[config.mk]
export PLATFORM = sky130hd
export DESIGN_NAME = ds3_fill_gen
export DESIGN_NICKNAME = d
export VERILOG_FILES = /design/src/rtl/ds3_fill_pkg.sv /design/src/rtl/ds3_fill_ctrl.sv /design/src/rtl/ds3_fill_dp.sv /design/src/rtl/ds3_fill_gen.sv
export SDC_FILE = /design/constraint.sdc
export NUM_CORES = 1
export LEC_CHECK = 0
export BUFFER_PORTS_ARGS = -buffer_cell sky130_fd_sc_hd__clkbuf_2
export CAP_MARGIN = 10
export CORE_UTILIZATION = 58
export CTS_BUF_LIST = sky130_fd_sc_hd__clkbuf_8 sky130_fd_sc_hd__clkbuf_16
export DETAILED_ROUTE_END_ITERATION = 8
export PLACE_DENSITY = 0.83
export SYNTH_ARGS = -nofsm -noshare
export SYNTH_HDL_FRONTEND = slang
export SYNTH_SLANG_ARGS = --single-unit
[constraint.sdc]
create_clock -name clk -period 3.25 [get_ports clk]
set_input_delay 0.4875 -clock clk [delete_from_list [all_inputs] [get_ports clk]]
set_output_delay 0.4875 -clock clk [all_outputs]
set_load 0.05 [all_outputs]
[src/rtl/ds3_fill_pkg.sv]
package ds3_fill_pkg;

  typedef enum logic [1:0] {
    MODE_PASS = 2'd0,
    MODE_IDLE = 2'd1,
    MODE_AIS  = 2'd2
  } fillMode_e;

  typedef enum logic [2:0] {
    SLOT_PAY = 3'd0,
    SLOT_X   = 3'd1,
    SLOT_P   = 3'd2,
    SLOT_M   = 3'd3,
    SLOT_F   = 3'd4,
    SLOT_C   = 3'd5
  } slot_e;

  // Strobes from control to datapath, valid for the bit being accepted.
  typedef struct packed {
    logic      adv;     // bit accepted this clock
    logic      sof;     // accepted bit is frame position 0
    slot_e     slot;    // what the bit is
    logic      fixVal;  // fixed value for M and F slots
    logic [1:0] phase;  // payload index modulo 4
    logic      cKeep;   // C-bits of this subframe survive AIS
    fillMode_e mode;    // mode applied to this bit
  } fillStrobe_t;

endpackage

[src/rtl/ds3_fill_ctrl.sv]
module ds3_fill_ctrl
  import ds3_fill_pkg::*;
#(
  parameter int BLOCK_LEN  = 85,
  parameter int BLOCKS     = 8,
  parameter int SUBFRAMES  = 7,
  parameter int X_SUBS     = 2,
  parameter int P_SUBS     = 2,
  parameter int KEEP_C_SUB = 2
) (
  input  logic        clk,
  input  logic        rstN,
  input  logic        bitEn,
  input  logic        frameStart,
  input  logic        aisEn,
  input  logic        idleEn,
  output fillStrobe_t strb
);

  localparam int BW = $clog2(BLOCK_LEN);
  localparam int KW = $clog2(BLOCKS);
  localparam int SW = $clog2(SUBFRAMES);
  localparam logic [BW-1:0] BIT_LAST = BW'(BLOCK_LEN - 1);
  localparam logic [KW-1:0] BLK_LAST = KW'(BLOCKS - 1);
  localparam logic [SW-1:0] SUB_LAST = SW'(SUBFRAMES - 1);
  localparam logic [SW-1:0] P_FIRST  = SW'(X_SUBS);
  localparam logic [SW-1:0] M_FIRST  = SW'(X_SUBS + P_SUBS);
  localparam logic [SW-1:0] M_ONE    = SW'(X_SUBS + P_SUBS + 1);
  localparam logic [SW-1:0] C_KEEP   = SW'(KEEP_C_SUB);
  localparam logic [KW-1:0] F_LAST   = KW'(BLOCKS / 2 - 1);

  logic [BW-1:0] bitCnt, curBit, payOff;
  logic [KW-1:0] blkCnt, curBlk, fIdx;
  logic [SW-1:0] subCnt, curSub;
  fillMode_e     modeReg, selMode;
  logic          atFrame0;

  // effective position of the bit on the input this clock
  assign curBit   = frameStart ? '0 : bitCnt;
  assign curBlk   = frameStart ? '0 : blkCnt;
  assign curSub   = frameStart ? '0 : subCnt;
  assign atFrame0 = (curBit == '0) && (curBlk == '0) && (curSub == '0);

  always_ff @(posedge clk) begin
    if (!rstN) begin
      bitCnt <= '0;
      blkCnt <= '0;
      subCnt <= '0;
    end else if (bitEn) begin
      if (curBit == BIT_LAST) begin
        bitCnt <= '0;
        if (curBlk == BLK_LAST) begin
          blkCnt <= '0;
          subCnt <= (curSub == SUB_LAST) ? '0 : curSub + SW'(1);
        end else begin
          blkCnt <= curBlk + KW'(1);
          subCnt <= curSub;
        end
      end else begin
        bitCnt <= curBit + BW'(1);
        blkCnt <= curBlk;
        subCnt <= curSub;
      end
    end
  end

  always_comb begin
    if (aisEn)       selMode = MODE_AIS;
    else if (idleEn) selMode = MODE_IDLE;
    else             selMode = MODE_PASS;
  end

  always_ff @(posedge clk) begin
    if (!rstN)                  modeReg <= MODE_PASS;
    else if (bitEn && atFrame0) modeReg <= selMode;
  end

  assign payOff = curBit - BW'(1);
  assign fIdx   = curBlk >> 1;

  always_comb begin
    strb.adv    = bitEn;
    strb.sof    = bitEn && atFrame0;
    strb.mode   = atFrame0 ? selMode : modeReg;
    strb.phase  = payOff[1:0];
    strb.cKeep  = (curSub == C_KEEP);
    strb.fixVal = 1'b0;
    if (curBit != '0) begin
      strb.slot = SLOT_PAY;
    end else if (curBlk[0]) begin
      strb.slot   = SLOT_F;
      strb.fixVal = (fIdx == '0) || (fIdx == F_LAST);
    end else if (curBlk == '0) begin
      if (curSub < P_FIRST) begin
        strb.slot = SLOT_X;
      end else if (curSub < M_FIRST) begin
        strb.slot = SLOT_P;
      end else begin
        strb.slot   = SLOT_M;
        strb.fixVal = (curSub == M_ONE);
      end
    end else begin
      strb.slot = SLOT_C;
    end
  end

endmodule

[src/rtl/ds3_fill_dp.sv]
module ds3_fill_dp
  import ds3_fill_pkg::*;
(
  input  logic        clk,
  input  logic        rstN,
  input  fillStrobe_t strb,
  input  logic        dataIn,
  input  logic        parityIn,
  output logic        dataOut
);

  logic nxtBit;
  logic isAis;

  assign isAis = (strb.mode == MODE_AIS);

  always_comb begin
    nxtBit = dataIn;
    if (strb.mode != MODE_PASS) begin
      unique case (strb.slot)
        SLOT_PAY: nxtBit = isAis ? ~strb.phase[0] : ~strb.phase[1];
        SLOT_X:   nxtBit = isAis ? 1'b1 : dataIn;
        SLOT_P:   nxtBit = parityIn;
        SLOT_M,
        SLOT_F:   nxtBit = strb.fixVal;
        SLOT_C:   nxtBit = (isAis && !strb.cKeep) ? 1'b0 : dataIn;
        default:  nxtBit = dataIn;
      endcase
    end
  end

  always_ff @(posedge clk) begin
    if (!rstN)         dataOut <= 1'b0;
    else if (strb.adv) dataOut <= nxtBit;
  end

endmodule

[src/rtl/ds3_fill_gen.sv]
module ds3_fill_gen
  import ds3_fill_pkg::*;
#(
  parameter int BLOCK_LEN  = 85,
  parameter int BLOCKS     = 8,
  parameter int SUBFRAMES  = 7,
  parameter int X_SUBS     = 2,
  parameter int P_SUBS     = 2,
  parameter int KEEP_C_SUB = 2
) (
  input  logic clk,
  input  logic rstN,
  input  logic bitEn,
  input  logic frameStart,
  input  logic dataIn,
  input  logic parityIn,
  input  logic aisEn,
  input  logic idleEn,
  output logic dataOut
);

  fillStrobe_t strb;

  ds3_fill_ctrl #(
    .BLOCK_LEN(BLOCK_LEN), .BLOCKS(BLOCKS), .SUBFRAMES(SUBFRAMES),
    .X_SUBS(X_SUBS), .P_SUBS(P_SUBS), .KEEP_C_SUB(KEEP_C_SUB)
  ) u_ctrl (
    .clk(clk), .rstN(rstN), .bitEn(bitEn), .frameStart(frameStart),
    .aisEn(aisEn), .idleEn(idleEn), .strb(strb)
  );

  ds3_fill_dp u_dp (
    .clk(clk), .rstN(rstN), .strb(strb),
    .dataIn(dataIn), .parityIn(parityIn), .dataOut(dataOut)
  );

endmodule

==> impl_metrics.ini <==
[cts]
cts-root-to-sink-buffers = 2
clk-insertion-delay-late_ns = 0.25
tritoncts_clock_tree = done
clock_tree.root_cell = sky130_fd_sc_hd__clkbuf_8
cts.sink_count = 16
cts_post_setup_buffers_inserted = 0
hold_buffers = 0
clk_transition_reported_paths_ns = 0.06
post_cts_repair_resize_count = 0
htree_levels = 1
cts-buffers-inserted = 3

[logic_synthesis]
synthesis.yosys.warnings = 0
synth-compound-area-share_pct = 24.3
synth_edf_count = 0
predominant_post_synthesis_flop_cell = sky130_fd_sc_hd__dfxtp_1
synth-seq-cells = 16
synth_fp_nets = 157
post_synth_inst_count = 144
post_synth_xor_area_fraction_pct = 1.47
synth_simple_gate_area_share_pct = 31.6
main_combinational_cell_family_by_area_after_synthesis = simple AND/OR/NAND/NOR gates
synthesis.area_um2 = 1190
sequential_share_of_the_synthesized_area_pct = 26.9
synth_async_reset_ratio_pct = 0
yosysUniqueCellTypes = 45
synth_fa_ha_area_share_pct = 5.25
syn_avg_cell_area_um2 = 8.28
synth_mux_area_share_pct = 5.25

[sta]
setup_viol = 0
fmaxAchievable_mhz = 402
unrepaired_setup_endpoints_after_global_routing = false
slew_headroom_pct = 64.8
fin_crit_sh_pct = 76.6
max_slew_vio_count = 0
max_slew.worst_pin.slew_ns = 0.529
timing.final.hold_violations = 0
fin_skew_ns = 0.00108
tns_ns = 0
layout_min_cycle_time_ns = 2.49

[grt]
global_route_overflow = 0
busiest_layer = met2
vias_in_the_first_global_route = 962
globalRouteMet2Util_pct = 42.7
grt_pass1_wl_um = 3980
gr-usage-all-layers_pct = 24.9
gr-usage-met1_pct = 31.3
antenna_found_initial = 0
grt_start_max_net_pins = 26
global_route.usage.met3_pct = 3.46

[critical_path]
cp_slowest_stage_delay_ns = 0.54
dominant_cell_type_by_count_on_the_critical_path = sky130_fd_sc_hd__nor2b_1
worstPathRequired_ns = 3.39
timing.critical_path.cells = clkbuf_2 -> nand2b_1 -> ha_1 -> nor2b_1 -> and3_1 -> o21ai_0 -> a32oi_1 -> nor2b_1
cp_max_fo = 25
cp.buffers_inverters = 1
crit_path_max_delay_cell_type = sky130_fd_sc_hd__and3_1
cp_top_family = simple AND/OR/NAND/NOR gates
cp_data_arrival_time_ns = 2.63
setup.worst_path.class = input pin to flip-flop
crit_path_end_kind = flip-flop
critical_path_launch_point_type = input pin

[place]
detailed_place.area_um2 = 1240
gpl.final_weighted_congestion = 0.853
place.detailed.hpwl_um = 1780
io_buffer_count = 8

[floorplan]
die-area_um2 = 2240
die_y_um = 47.3
initial_core_util_pct = 61.4
ios = 9
die_width_um = 47.3
floorplan.rows = 16
coreArea_um2 = 1940

[routing]
ant_nets = 0
vias = 1067
route.detailed.wl_per_inst_um = 14.6
first_iter_violations = 39
route.detailed.vias_per_inst = 6.10
wirelength_um = 2550
drt_pass1_iterations = 4
drc_errors = 0

[run]
max_cap_viol_count = 0

[power]
power_density_nw_per_um2 = 326
power.ir.vdd_worst_v = 0.000266
p_leak_uw = 0.000525

[final_layout]
final_nets = 163
insertedDiodeCount = 0
post_route_cells_drive_above_1_share_pct = 14.2
final_area_um2 = 1280
layout-area-overhead-vs-synth_pct = 7.56
num-fill-cells = 162

[status]
run_status = completed

[worst_hold_path]
timing.hold.worst.class = flip-flop to flip-flop
[stage by stage]
step	instances	worst slack, ns	util, %	hold WS, ns	total power, µW
after floorplan	144	0.705	-	0.498	255
after global placement	172	0.655	63.9	0.526	267
after detailed placement	172	0.591	63.9	0.535	270
after CTS	175	0.822	66.0	0.550	416
after global routing	175	0.592	66.0	0.574	429
final	175	0.762	66.0	0.544	418
[final cells by class]
type                       count  area [µm²]  area share [%]
multi-input combinational    112         810            63.1
inverter                       8        30.0            2.34
tap                           27        33.8            2.63
timing repair buffer           9        47.5            3.71
clock buffer                   3        41.3            3.22
sequential                    16         320            25.0
[per-layer routing]
layer | vias up | share of wire [%]
met4 | 0 | 1.4
met1 | 497 | 47
met3 | 7 | 3.3
li1 | 536 | -
met5 | - | 0
met2 | 27 | 48
[cell usage after synthesis, types with 4 or more instances]
master / number / area share (%)
sky130_fd_sc_hd__a21boi_0: 4 / 2.5
sky130_fd_sc_hd__clkbuf_1: 6 / 1.9
sky130_fd_sc_hd__nor2b_1: 12 / 6.3
sky130_fd_sc_hd__dfxtp_1: 16 / 27
sky130_fd_sc_hd__a31oi_1: 4 / 2.1
sky130_fd_sc_hd__nand2b_1: 4 / 2.1
sky130_fd_sc_hd__and2_1: 4 / 2.1
sky130_fd_sc_hd__nand2_1: 6 / 1.9
sky130_fd_sc_hd__inv_1: 7 / 2.2
sky130_fd_sc_hd__o21ai_0: 7 / 2.9
sky130_fd_sc_hd__mux2i_1: 4 / 3.4
sky130_fd_sc_hd__ha_1: 5 / 5.2
sky130_fd_sc_hd__a21oi_1: 6 / 2.5
sky130_fd_sc_hd__nor2_1: 9 / 2.8
[worst reg2reg max path, cell delays in order (launching register included)]
cell	delay (ns)
sky130_fd_sc_hd__dfxtp_1	0.40
sky130_fd_sc_hd__nand2b_1	0.13
sky130_fd_sc_hd__ha_1	0.26
sky130_fd_sc_hd__and3_1	0.22
sky130_fd_sc_hd__a41oi_4	0.23
sky130_fd_sc_hd__mux2_2	0.38
sky130_fd_sc_hd__a211o_1	0.27
sky130_fd_sc_hd__o2bb2ai_1	0.12
[flip-flops by register name, summed over array words and instances, names as in the netlist]
signal	cells
u_dp.dataOut	1
u_ctrl.bitCnt	7
u_ctrl.blkCnt	3
u_ctrl.modeReg	2
u_ctrl.subCnt	3
[worst paths after layout]
check,end,cells after the start,slack (ns),start
min reg2reg,u_ctrl.bitCnt[1],2,0.54,u_ctrl.bitCnt[1]
max reg2reg,u_dp.dataOut,7,1.12,u_ctrl.blkCnt[0]
min,u_ctrl.bitCnt[1],2,0.54,u_ctrl.bitCnt[1]
max,u_ctrl.blkCnt[2],8,0.76,frameStart
[cells in the final DEF, fill, tap and decap left out, types with 4 or more instances in the layout]
master / synthesis / final
sky130_fd_sc_hd__clkbuf_2: 0 / 8
sky130_fd_sc_hd__a21boi_0: 4 / 4
sky130_fd_sc_hd__o21ai_0: 7 / 7
sky130_fd_sc_hd__a31oi_1: 4 / 4
sky130_fd_sc_hd__and2_1: 4 / 4
sky130_fd_sc_hd__inv_1: 7 / 7
sky130_fd_sc_hd__nand2b_1: 4 / 4
sky130_fd_sc_hd__dfxtp_1: 16 / 16
sky130_fd_sc_hd__nand2_1: 6 / 6
sky130_fd_sc_hd__nor2_1: 9 / 9
sky130_fd_sc_hd__mux2i_1: 4 / 4
sky130_fd_sc_hd__nor2b_1: 12 / 12
sky130_fd_sc_hd__a21oi_1: 6 / 6
sky130_fd_sc_hd__ha_1: 5 / 5
[kinds of logic after synthesis]
kind of cell | Yosys count
and+or+nand+nor | 60
AOI/OAI and AO/OA | 39
buffers and inverters | 16
DFF | 16
muxes | 6
adders and majority gates | 5
xor gates and xnor gates | 2
[power by group]
group / leakage (µW) / internal (µW) / switching, µW
clock network: 0.0000216 / 82.2 / 68.7
logic: 0.000373 / 26.2 / 37.2
registers: 0.000130 / 201 / 2.75
No activity file was read; power rests on OpenSTA's default activity.
